File: src/rtl/tap_steer_pkg.sv
package tap_steer_pkg;

  typedef enum logic [3:0] {
    ST_TEST_RESET = 4'd0,
    ST_RUN_IDLE   = 4'd1,
    ST_SEL_DR     = 4'd2,
    ST_CAP_DR     = 4'd3,
    ST_SHIFT_DR   = 4'd4,
    ST_EXIT1_DR   = 4'd5,
    ST_PAUSE_DR   = 4'd6,
    ST_EXIT2_DR   = 4'd7,
    ST_UPD_DR     = 4'd8,
    ST_SEL_IR     = 4'd9,
    ST_CAP_IR     = 4'd10,
    ST_SHIFT_IR   = 4'd11,
    ST_EXIT1_IR   = 4'd12,
    ST_PAUSE_IR   = 4'd13,
    ST_EXIT2_IR   = 4'd14,
    ST_UPD_IR     = 4'd15
  } tapState_e;

  // Strobes from control to datapath, decoded from the current state.
  typedef struct packed {
    logic inReset;
    logic capIr;
    logic shIr;
    logic updIr;
    logic capDr;
    logic shDr;
  } tapStrobe_t;

  function automatic tapState_e tapNext(input tapState_e s, input logic m);
    tapState_e n;
    case (s)
      ST_TEST_RESET: n = m ? ST_TEST_RESET : ST_RUN_IDLE;
      ST_RUN_IDLE:   n = m ? ST_SEL_DR     : ST_RUN_IDLE;
      ST_SEL_DR:     n = m ? ST_SEL_IR     : ST_CAP_DR;
      ST_CAP_DR:     n = m ? ST_EXIT1_DR   : ST_SHIFT_DR;
      ST_SHIFT_DR:   n = m ? ST_EXIT1_DR   : ST_SHIFT_DR;
      ST_EXIT1_DR:   n = m ? ST_UPD_DR     : ST_PAUSE_DR;
      ST_PAUSE_DR:   n = m ? ST_EXIT2_DR   : ST_PAUSE_DR;
      ST_EXIT2_DR:   n = m ? ST_UPD_DR     : ST_SHIFT_DR;
      ST_UPD_DR:     n = m ? ST_SEL_DR     : ST_RUN_IDLE;
      ST_SEL_IR:     n = m ? ST_TEST_RESET : ST_CAP_IR;
      ST_CAP_IR:     n = m ? ST_EXIT1_IR   : ST_SHIFT_IR;
      ST_SHIFT_IR:   n = m ? ST_EXIT1_IR   : ST_SHIFT_IR;
      ST_EXIT1_IR:   n = m ? ST_UPD_IR     : ST_PAUSE_IR;
      ST_PAUSE_IR:   n = m ? ST_EXIT2_IR   : ST_PAUSE_IR;
      ST_EXIT2_IR:   n = m ? ST_UPD_IR     : ST_SHIFT_IR;
      ST_UPD_IR:     n = m ? ST_SEL_DR     : ST_RUN_IDLE;
      default:       n = ST_TEST_RESET;
    endcase
    return n;
  endfunction

endpackage

File: src/rtl/tap_steer_ctrl.sv
module tap_steer_ctrl
  import tap_steer_pkg::*;
(
  input  logic       tstClk,
  input  logic       rstN,
  input  logic       modeSel,
  input  logic       fixedTest,
  output tapState_e  curState,
  output tapStrobe_t strobe,
  output logic       ownPins
);

  tapState_e nxtState;
  logic      claimed;

  always_comb nxtState = tapNext(curState, modeSel);

  // State register and pin-claim flag; both clear asynchronously.
  always_ff @(posedge tstClk or negedge rstN) begin
    if (!rstN) begin
      curState <= ST_TEST_RESET;
      claimed  <= 1'b0;
    end else begin
      curState <= nxtState;
      if (nxtState == ST_TEST_RESET)
        claimed <= 1'b0;
      else if (fixedTest || (curState == ST_TEST_RESET && !modeSel))
        claimed <= 1'b1;
    end
  end

  always_comb begin
    strobe         = '0;
    strobe.inReset = (curState == ST_TEST_RESET);
    strobe.capIr   = (curState == ST_CAP_IR);
    strobe.shIr    = (curState == ST_SHIFT_IR);
    strobe.updIr   = (curState == ST_UPD_IR);
    strobe.capDr   = (curState == ST_CAP_DR);
    strobe.shDr    = (curState == ST_SHIFT_DR);
  end

  assign ownPins = fixedTest | claimed;

endmodule

File: src/rtl/tap_steer_dpath.sv
module tap_steer_dpath
  import tap_steer_pkg::*;
#(
  parameter int IR_W   = 2,
  parameter int DATA_W = 8
) (
  input  logic       tstClk,
  input  logic       rstN,
  input  logic       serialIn,
  input  tapStrobe_t strobe,
  output logic       serialOut,
  output logic       serialOutEn
);

  localparam logic [IR_W-1:0] IR_CAPTURE = IR_W'(1);
  localparam logic [IR_W-1:0] IR_BYPASS  = '1;

  logic [IR_W-1:0]   irShift;
  logic [IR_W-1:0]   irActive;
  logic              bypassBit;
  logic [DATA_W-1:0] loopReg;
  logic [DATA_W-1:0] loopNext;
  logic              selBypass;
  logic              drOut;

  generate
    if (DATA_W == 1) begin : g_loopSingle
      assign loopNext = serialIn;
    end else begin : g_loopMulti
      assign loopNext = {serialIn, loopReg[DATA_W-1:1]};
    end
  endgenerate

  assign selBypass = (irActive == IR_BYPASS);
  assign drOut     = selBypass ? bypassBit : loopReg[0];

  // Instruction path: capture, shift, update; the reset state forces bypass.
  always_ff @(posedge tstClk or negedge rstN) begin
    if (!rstN) begin
      irShift  <= IR_CAPTURE;
      irActive <= IR_BYPASS;
    end else begin
      if (strobe.capIr)
        irShift <= IR_CAPTURE;
      else if (strobe.shIr)
        irShift <= {serialIn, irShift[IR_W-1:1]};
      if (strobe.inReset)
        irActive <= IR_BYPASS;
      else if (strobe.updIr)
        irActive <= irShift;
    end
  end

  // Data registers: bypass captures 0, loop register holds on capture.
  always_ff @(posedge tstClk or negedge rstN) begin
    if (!rstN) begin
      bypassBit <= 1'b0;
      loopReg   <= '0;
    end else begin
      if (selBypass) begin
        if (strobe.capDr)
          bypassBit <= 1'b0;
        else if (strobe.shDr)
          bypassBit <= serialIn;
      end else if (strobe.shDr) begin
        loopReg <= loopNext;
      end
    end
  end

  // Serial output moves on the falling edge.
  always_ff @(negedge tstClk or negedge rstN) begin
    if (!rstN) begin
      serialOut   <= 1'b0;
      serialOutEn <= 1'b0;
    end else begin
      serialOutEn <= strobe.shIr | strobe.shDr;
      if (strobe.shIr)
        serialOut <= irShift[0];
      else if (strobe.shDr)
        serialOut <= drOut;
    end
  end

endmodule

File: src/rtl/tap_pin_steer.sv
module tap_pin_steer
  import tap_steer_pkg::*;
#(
  parameter int IR_W   = 2,
  parameter int DATA_W = 8
) (
  input  logic tstClk,
  input  logic rstN,
  input  logic modeSel,
  input  logic serialIn,
  input  logic fixedTest,
  output logic testOwnsPins,
  output logic serialOut,
  output logic serialOutEn
);

  tapState_e  tapNow;
  tapStrobe_t tapStb;

  tap_steer_ctrl u_ctrl (
    .tstClk   (tstClk),
    .rstN     (rstN),
    .modeSel  (modeSel),
    .fixedTest(fixedTest),
    .curState (tapNow),
    .strobe   (tapStb),
    .ownPins  (testOwnsPins)
  );

  tap_steer_dpath #(
    .IR_W  (IR_W),
    .DATA_W(DATA_W)
  ) u_dpath (
    .tstClk     (tstClk),
    .rstN       (rstN),
    .serialIn   (serialIn),
    .strobe     (tapStb),
    .serialOut  (serialOut),
    .serialOutEn(serialOutEn)
  );

endmodule

File: config.mk
export PLATFORM = sky130hd
export DESIGN_NAME = tap_pin_steer
export DESIGN_NICKNAME = d
export VERILOG_FILES = /design/src/rtl/tap_steer_pkg.sv /design/src/rtl/tap_steer_ctrl.sv /design/src/rtl/tap_steer_dpath.sv /design/src/rtl/tap_pin_steer.sv
export SDC_FILE = /design/constraint.sdc
export NUM_CORES = 1
export LEC_CHECK = 0
export BUFFER_PORTS_ARGS = -buffer_cell sky130_fd_sc_hd__buf_2
export CAP_MARGIN = 25
export CELL_PAD_IN_SITES_DETAIL_PLACEMENT = 0
export CELL_PAD_IN_SITES_GLOBAL_PLACEMENT = 1
export CORE_MARGIN = 4
export CORE_UTILIZATION = 49
export DETAILED_ROUTE_END_ITERATION = 7
export MAX_ROUTING_LAYER = met4
export PLACE_DENSITY_LB_ADDON = 0.1
export SLEW_MARGIN = 0
export SYNTH_ARGS = -nofsm -noshare
export SYNTH_HDL_FRONTEND = slang
export SYNTH_SLANG_ARGS = --single-unit
export TNS_END_PERCENT = 10
File: constraint.sdc
create_clock -name tstClk -period 2.1 [get_ports tstClk]
set_input_delay 0.21 -clock tstClk [delete_from_list [all_inputs] [get_ports tstClk]]
set_output_delay 0.21 -clock tstClk [all_outputs]
set_load 0.005 [all_outputs]
# After elaboration in Yosys (flattened, before gate mapping)
# Index checks and enable logic that the tools add are counted.
dict set report word_totals {
  ff_bits 20
  input_bits 5
  out_inout_bits 3
  word_cells 66
}
dict set report op_classes {
  eq_ne 16
  mux 24
  bitwise 3
  n_reduce_logical 15
}
# operator n
set op_table {}
lappend op_table {{$pmux W4 S12} 1}
lappend op_table {{$eq A4 B4 Y1 const B} 8}
lappend op_table {{$eq A4 B3 Y1 const B} 4}
lappend op_table {{$mux W4} 4}
lappend op_table {{$mux W2} 7}
lappend op_table {{$mux W1} 10}
lappend op_table {{$reduce_bool A2 Y1} 5}
lappend op_table {{$eq A4 B2 Y1 const B} 2}
lappend op_table {{$logic_not A4 Y1} 2}
lappend op_table {{$mux W3} 2}
lappend op_table {{$eq A4 B1 Y1 const B} 1}
lappend op_table {{$reduce_and A2 Y1} 2}
lappend op_table {{$reduce_or A2 Y1} 2}
lappend op_table {{$reduce_or A3 Y1} 1}
lappend op_table {{$eq A2 B2 Y1 const B} 1}
lappend op_table {{$or A1 B1 Y1} 2}
lappend op_table {{$logic_and A1 B1 Y1} 1}
lappend op_table {{$logic_not A1 Y1} 1}
lappend op_table {{$logic_or A1 B1 Y1} 1}
lappend op_table {{$not A1 Y1} 1}

# Longest topological paths before layout
# Gate-level depths: netlist of the first run.
dict set report depth {
  ltp_word 5
  mapped_depth 5
  depth_no_buf 3
}

# Modules after synthesis
# From an unflattened synthesis of the first run, not the netlist that was laid out.
dict set report unflattened {
  cells_unflattened 91
  area_unflattened_um2 1027.2
}
# mod n_inst cells_each area_each_um2 seq_area_each_um2
set by_module_without_submodules {}
lappend by_module_without_submodules {tap_steer_dpath 1 44 608.1 379.1}
lappend by_module_without_submodules {tap_steer_ctrl 1 47 419.2 125.1}

==> results of run 1 <==
## Yosys cell counts
library cell	count
nand4bb_1	1
nand2b_1	2
or3b_1	1
nor2b_1	1
nand3b_1	1
and3b_1	1
mux2i_1	3
buf_6	1
o21ai_0	8
a211oi_1	2
nor3_1	1
nor2_1	4
nand2_1	9
dfrtp_1	15
a22oi_1	2
a21oi_1	4
and2_0	1
clkbuf_1	1
mux2_2	8
buf_2	6
dfstp_2	3
inv_1	3
nor3b_1	1
nand3_1	2
o211a_1	1
o2bb2ai_1	1
a221oi_1	2
nand2_4	1
nand4b_1	1
o22ai_1	2
xor2_1	1
o221ai_1	1
and4_1	1
nor4b_4	1
a311oi_1	1
or2_2	2
dfrtn_1	2
and3_1	1
## where the power goes
group | internal [mW] | total (mW) | switching (mW) | leakage [nW]
Clock | 0.193 | 0.316 | 0.123 | 0.0279
Sequential | 0.555 | 0.653 | 0.0983 | 0.246
Combinational | 0.457 | 0.902 | 0.445 | 0.321
Total | 1.20 | 1.87 | 0.666 | 0.595
## state kept, by name, summed over array words and instances, names as in the netlist
signal,cells
u_ctrl.curState,4
u_dpath.serialOut,1
u_dpath.irActive,2
u_dpath.irShift,2
u_dpath.loopReg,8
u_dpath.serialOutEn,1
u_dpath.bypassBit,1
u_ctrl.claimed,1
## metrics by stage
step	util [%]	std cells	setup TNS (ns)
finish	62.9	145	-0.139
CTS	62.6	145	-0.166
global route	62.9	145	-0.288
floorplan	-	99	-0.163
detailed placement	59.3	140	-0.0913
global placement	59.3	140	-0.0555
## worst min path at each step
stage | startpoint | endpoint | slack [ns]
floorplan | rstN | u_ctrl.claimed$_DFFE_PN0P_ | -0.09
global placement | rstN | u_dpath.loopReg[0]$_DFFE_PN0P_ | 0.08
detailed placement | rstN | u_dpath.loopReg[1]$_DFFE_PN0P_ | 0.09
CTS | serialIn | u_dpath.loopReg[7]$_DFFE_PN0P_ | 0.15
global route | serialIn | u_dpath.loopReg[7]$_DFFE_PN0P_ | 0.15
finish | serialIn | u_dpath.loopReg[7]$_DFFE_PN0P_ | 0.15
## cell usage in the layout, fill, tap and decap left out, types with 2 or more instances in the layout
cell      synthesis  final
dfrtp_1          15     15
buf_4             0     14
nand2_1           9      9
o21ai_0           8      8
mux2_2            8      8
buf_2             6      7
nor2_1            4      4
inv_1             3      3
mux2i_1           3      3
a21oi_1           4      3
clkbuf_4          0      3
dfstp_2           3      3
or2_2             2      2
nand3_1           2      2
nand2b_1          2      2
o22ai_1           2      2
a211oi_1          2      2
a221oi_1          2      2
a22oi_1           2      2
dfrtn_1           2      2
## kinds of logic after synthesis
| group | after synthesis | share of synthesized area, % |
|---|---|---|
| multiplexers | 11 | 11.4 |
| AND/OR/NAND/NOR | 32 | 19.4 |
| flip-flops | 20 | 48.0 |
| buffers and inverters | 11 | 5.36 |
| XOR/XNOR | 1 | 0.834 |
| AO/OA/AOI/OAI | 24 | 14.9 |
## per-layer routing
metal / part of all wire [%] / up-vias / GRT usage (%)
li1: - / 395 / -
met1: 51 / 390 / 23.4
met2: 44 / 12 / 24.1
met3: 3.3 / 4 / 2.45
met4: 1.5 / 0 / 7.47
met5: 0 / - / -
## repair_timing
item	4_1_cts	5_1_grt
pin swaps	1	0
endpoints found under the hold margin	8	0
hold buffers	1	0
setup endpoints to repair	2	3
gates cloned	0	0
gates resized for setup	1	2
## worst max-delay path, delay by kind of cell (launching register included)
family / cells / cell delay (ns)
compound gates: 2 / 0.21
flops: 1 / 0.39
simple gates: 1 / 0.40
## final cells by class
cell class / instances / area share (%)
Inverter: 3 / 0.895
Tap cell: 27 / 2.68
Clock buffer: 3 / 1.79
Timing Repair Buffer: 23 / 12.8
Sequential cell: 20 / 40.1
Multi-Input combinational cell: 68 / 39.4
Clock inverter: 1 / 2.39
==> out/qor.txt, run 1 <==
Fraction of final layout cells sized beyond drive strength 1 -> 36.4%
Post-layout nets -> 124
Crit path DAT -> 1.29 ns
Die area -> 2950 um2
Startpoint types -> flip-flop
# H-tree levels -> 1
Largest area contributor in the netlist -> dfrtp_1
Leak -> 0.595 nW
Worst-Margin Slew -> 0.312 ns
R2r worst-path depth -> 3
Grt ovf -> 0
Layout Area Growth over Synthesis -> 19.9%
Synth Cell Area -> 1050 um2
FF-to-FF Start -> u_ctrl.curState[1]$_DFF_PN0_
CP Class -> flip-flop to flip-flop
Final GP Congestion -> 0.769
Final setup margin -> -0.0860 ns
Via count -> 801
Setup crit end -> u_dpath.serialOut$_DFFE_NN0P_
Worst R2R Setup Slack -> -0.09 ns
Worst hold stages -> 2
Drt drc -> 0
Max Cap Violations -> 0
Worst path max stage delay -> 0.40 ns
Synthesized net count -> 104
# fillers -> 191
Endpoints failing setup -> 2
Post-CTS Setup Bufs -> 0
Root buf cell -> clkbuf_4
Slew Limit Fails -> 0
Clk_lat worst skew -> 0.31 ns
Critical R2R Capture -> u_dpath.serialOut$_DFFE_NN0P_
Max Fanout on Critical Path -> 2
Port Buffers -> 7
Final ANT Viol Nets -> 0
Synth Instances -> 99
Synth Area per Inst -> 10.6 um2
Final Hold Viols -> 0
Crit path cell chain -> or3b_4 > a21oi_2 > o22ai_1
ANT cells -> 0
Final hold slack -> 0.154 ns
Skew final -> 0.0135 ns
Num ports -> 8
FF/Latch Area -> 504 um2
Core region area -> 2000 um2
WL/cell -> 13.9 um
Largest net degree at the start of global routing -> 18
Router iterations before antenna repair -> 4
Reg clk slew, reported paths -> 0.12 ns
CTS tree -> done
HPWL after DPL -> 1510 um
DP Worst Slack -> -0.0913 ns
Setup crit end kind -> flip-flop
CTS sink cnt -> 20
Critical Path Start -> u_ctrl.curState[1]$_DFF_PN0_
DRT Wirelength -> 2010 um
Vias in the first global route -> 729
Yosys top cell area share -> 35.8%
Post-synthesis cell type count -> 38
Synth area leaders -> dfrtp_1, mux2_2, dfstp_2
Peak supply drop -> 876 uV
Multi-input gate area -> 495 um2
Status -> complete, but fails checks
Syn. warnings -> 0
WP data required -> 1.21 ns
Power Total -> 1.87 mW
Register area share after synthesis -> 48.0%
Clock buffer depth -> 2
Row count -> 16
First-pass GRT wire length -> 3310 um
CTS Buf Count -> 3
GRT Total Usage -> 16.8%
HP Class -> input pin to flip-flop
Initial antenna violation count -> 0
Critical-path top delay cell -> or3b_4
Cell Area, Placed -> 1190 um2
Slew margin rel. -> 79.1%
Failing checks -> negative setup slack
RSZ-0062 raised after global routing -> true
Initial DRC count -> 10
FF+latch count, synth -> 20
Starting Density -> 52.4%
Die height -> 54.3 um
Chip width -> 54.3 um
Final instance area -> 1260 um2
DR vias/cell -> 5.52
Power per cell area -> 1490 nW/um2
(Power assumes the default switching activity.)
==> run 2, diff against run 1 <==
--- a/config.mk
+++ b/config.mk
@@ -7,13 +7,11 @@
 export LEC_CHECK = 0
 export BUFFER_PORTS_ARGS = -buffer_cell sky130_fd_sc_hd__buf_2
 export CAP_MARGIN = 25
-export CELL_PAD_IN_SITES_DETAIL_PLACEMENT = 0
-export CELL_PAD_IN_SITES_GLOBAL_PLACEMENT = 1
 export CORE_MARGIN = 4
-export CORE_UTILIZATION = 49
+export CORE_UTILIZATION = 61
 export DETAILED_ROUTE_END_ITERATION = 7
 export MAX_ROUTING_LAYER = met4
-export PLACE_DENSITY_LB_ADDON = 0.1
+export PLACE_DENSITY = 0.81
 export SLEW_MARGIN = 0
 export SYNTH_ARGS = -nofsm -noshare
 export SYNTH_HDL_FRONTEND = slang
==> run 2 against run 1 <==
Effect of this change: the run still ends with negative setup slack left; flip-flop and latch count stayed put; sequential power is 0.6% higher; utilization is 15 points higher; worst setup slack worse by 0.078 ns; non-clock buffer count is 4 lower; global-route usage is 2.4 points higher; count of clock-buffer cells in the layout stayed put; worst hold slack better by 0.026 ns; combinational power is 3.1% lower; largest cell class unchanged.
==> out/qor.txt, run 2 (same netlist as run 1, synthesis figures left out) <==
Row count -> 14 (-2)
ANT cells -> 0 (unchanged)
Via count -> 827 (+3.2%)
Post-CTS Setup Bufs -> 0 (unchanged)
Port Buffers -> 7 (unchanged)
RSZ-0062 raised after global routing -> true
Root buf cell -> clkbuf_4
Layout Area Growth over Synthesis -> 15.9%
Critical Path Start -> u_ctrl.curState[1]$_DFF_PN0_
CTS sink cnt -> 20 (unchanged)
Chip width -> 49.5 um (-8.8%)
FF-to-FF Start -> u_ctrl.curState[1]$_DFF_PN0_
GRT Total Usage -> 19.1% (+2.4 points)
Vias in the first global route -> 762 (+4.5%)
Worst hold start -> serialIn
Die area -> 2450 um2 (-17%)
Final instance area -> 1220 um2 (-3.4%)
WL/cell -> 15.8 um (+14%)
Final ANT Viol Nets -> 0 (unchanged)
Cell Area, Placed -> 1140 um2 (-3.7%)
Final GP Congestion -> 0.801 (+4.2%)
Clk_lat worst skew -> 0.29 ns (-0.02 ns)
Die height -> 49.5 um (-8.8%)
Int Pwr -> 1.17 mW (-2.9%)
Clock power frac -> 16.8% (about the same)
Startpoint types -> flip-flop
Core region area -> 1560 um2 (-22%)
Final Hold Viols -> 0 (unchanged)
CTS tree -> done
Register share of total power -> 35.7% (+0.8 points)
WP data required -> 1.18 ns (-0.03 ns)
Psw -> 0.669 mW (+0.40%)
Router iterations before antenna repair -> 4 (unchanged)
CTS Buf Count -> 3 (unchanged)
Power Total -> 1.84 mW (-1.7%)
First-pass GRT wire length -> 3500 um (+5.6%)
Setup crit end kind -> flip-flop
Top Registers -> u_dpath.loopReg: 8 flops, u_ctrl.curState: 4 flops
Final setup margin -> -0.164 ns (-0.0784 ns)
Most frequent cells in the layout -> dfrtp_1, nand2_1, o21ai_0, mux2_2, buf_4
Initial antenna violation count -> 0 (unchanged)
Failing checks -> negative setup slack
Setup tns final -> -0.188 ns (-0.0488 ns)
Grt ovf -> 0 (unchanged)
Slew Limit Fails -> 0 (unchanged)
DR vias/cell -> 6.36 (+15%)
Reg clk slew, reported paths -> 0.11 ns (about the same)
DRT Wirelength -> 2060 um (+2.1%)
Drt drc -> 0 (unchanged)
Biggest register -> u_dpath.loopReg
Max Fanout on Critical Path -> 2 (unchanged)
Crit path DAT -> 1.35 ns (+0.06 ns)
Comb pwr share -> 47.5% (-0.7 points)
Worst R2R Setup Slack -> -0.16 ns (-0.08 ns)
Worst-Margin Slew -> 0.609 ns (+0.298 ns)
Slew margin rel. -> 59.1% (-20 points)
Post-layout nets -> 120 (-3.2%)
Sw frac -> 36.4% (+0.77 points)
Clock buffer depth -> 2 (unchanged)
CP Class -> flip-flop to flip-flop
Leak -> 0.578 nW (-2.9%)
Initial DRC count -> 23 (+13)
Num ports -> 8 (unchanged)
Fraction of final layout cells sized beyond drive strength 1 -> 32.5% (-4.0 points)
Endpoints failing setup -> 2 (unchanged)
Skew final -> 0.00224 ns (-0.0113 ns)
Commonest non-fill, non-tap cell in the layout -> dfrtp_1
Peak supply drop -> 996 uV (+14%)
Starting Density -> 67.3% (+15 points)
DP Worst Slack -> -0.114 ns (-0.0223 ns)
Max Cap Violations -> 0 (unchanged)
HPWL after DPL -> 1470 um (-2.5%)
Status -> complete, but fails checks
Max reg flops -> 8 (unchanged)
# H-tree levels -> 1 (unchanged)
Power per cell area -> 1510 nW/um2 (+1.7%)
HP Class -> input pin to flip-flop
Largest net degree at the start of global routing -> 18 (unchanged)
Final core utilization -> 78.0% (+15 points)
[run 2: cell count changes in the layout (fill, tap and decap cells not counted), sizes merged]
cell / delta
buf: -4
[run 2: area by class of cell]
cell class | count | area [um2]
flip-flops and latches | 20 | 504
multi-input cells | 68 | 489
fillers | 102 | 343
repair buffers | 19 | 139
clock inverters | 1 | 30.0
clock buffers | 3 | 22.5
well taps | 16 | 20.0
inverters | 3 | 11.3
[run 2: power by group through the flow]
stage	sequential [mW]	combinational (mW)	clock, mW
after floorplan	0.626	0.641	0
after global placement	0.641	0.800	0
after detailed placement	0.658	0.836	0
after CTS	0.649	0.841	0.315
after global routing	0.675	0.960	0.334
final	0.657	0.874	0.308
[run 2: repair_timing]
action	4_1_cts	5_1_grt
pin swaps	0	1
endpoints found under the setup margin	2	2
endpoints found under the hold margin	8	0
hold buffers	1	0
cloned	0	0
resized for setup	0	3
[run 2: final timing paths]
kind,cells past startpoint,to
setup reg to reg,3,u_dpath.serialOut$_DFFE_NN0P_
min in group asynchronous,2,u_dpath.loopReg[0]$_DFFE_PN0P_
setup / recovery,3,u_dpath.serialOut$_DFFE_NN0P_
hold / removal,2,u_dpath.loopReg[7]$_DFFE_PN0P_
hold reg to reg,1,u_dpath.loopReg[4]$_DFFE_PN0P_
max in group asynchronous,2,u_dpath.serialOut$_DFFE_NN0P_
[run 2: stage by stage]
| step | hold slack [ns] | instances |
|---|---|---|
| 6_report | 0.180 | 130 |
| 5_1_grt | 0.177 | 130 |
| 4_1_cts | 0.178 | 130 |
| 3_5_place_dp | 0.0877 | 125 |
| 3_3_place_gp | 0.0776 | 125 |
| 2_1_floorplan | -0.0856 | 99 |
[run 2: critical path: stages, from the launching register on]
cell,delay [ns]
dfrtp_1,0.40
or3b_1,0.41
a21oi_1,0.14
o22ai_1,0.10
[run 2: metal layers]
layer  routed length [um]  vias to the layer above  track usage, %
met5                    0                        -               -
met4                   27                        0            7.37
met3                  133                        8            4.52
met2                  976                       31            28.8
met1                  918                      399            25.1
li1                     -                      389               -
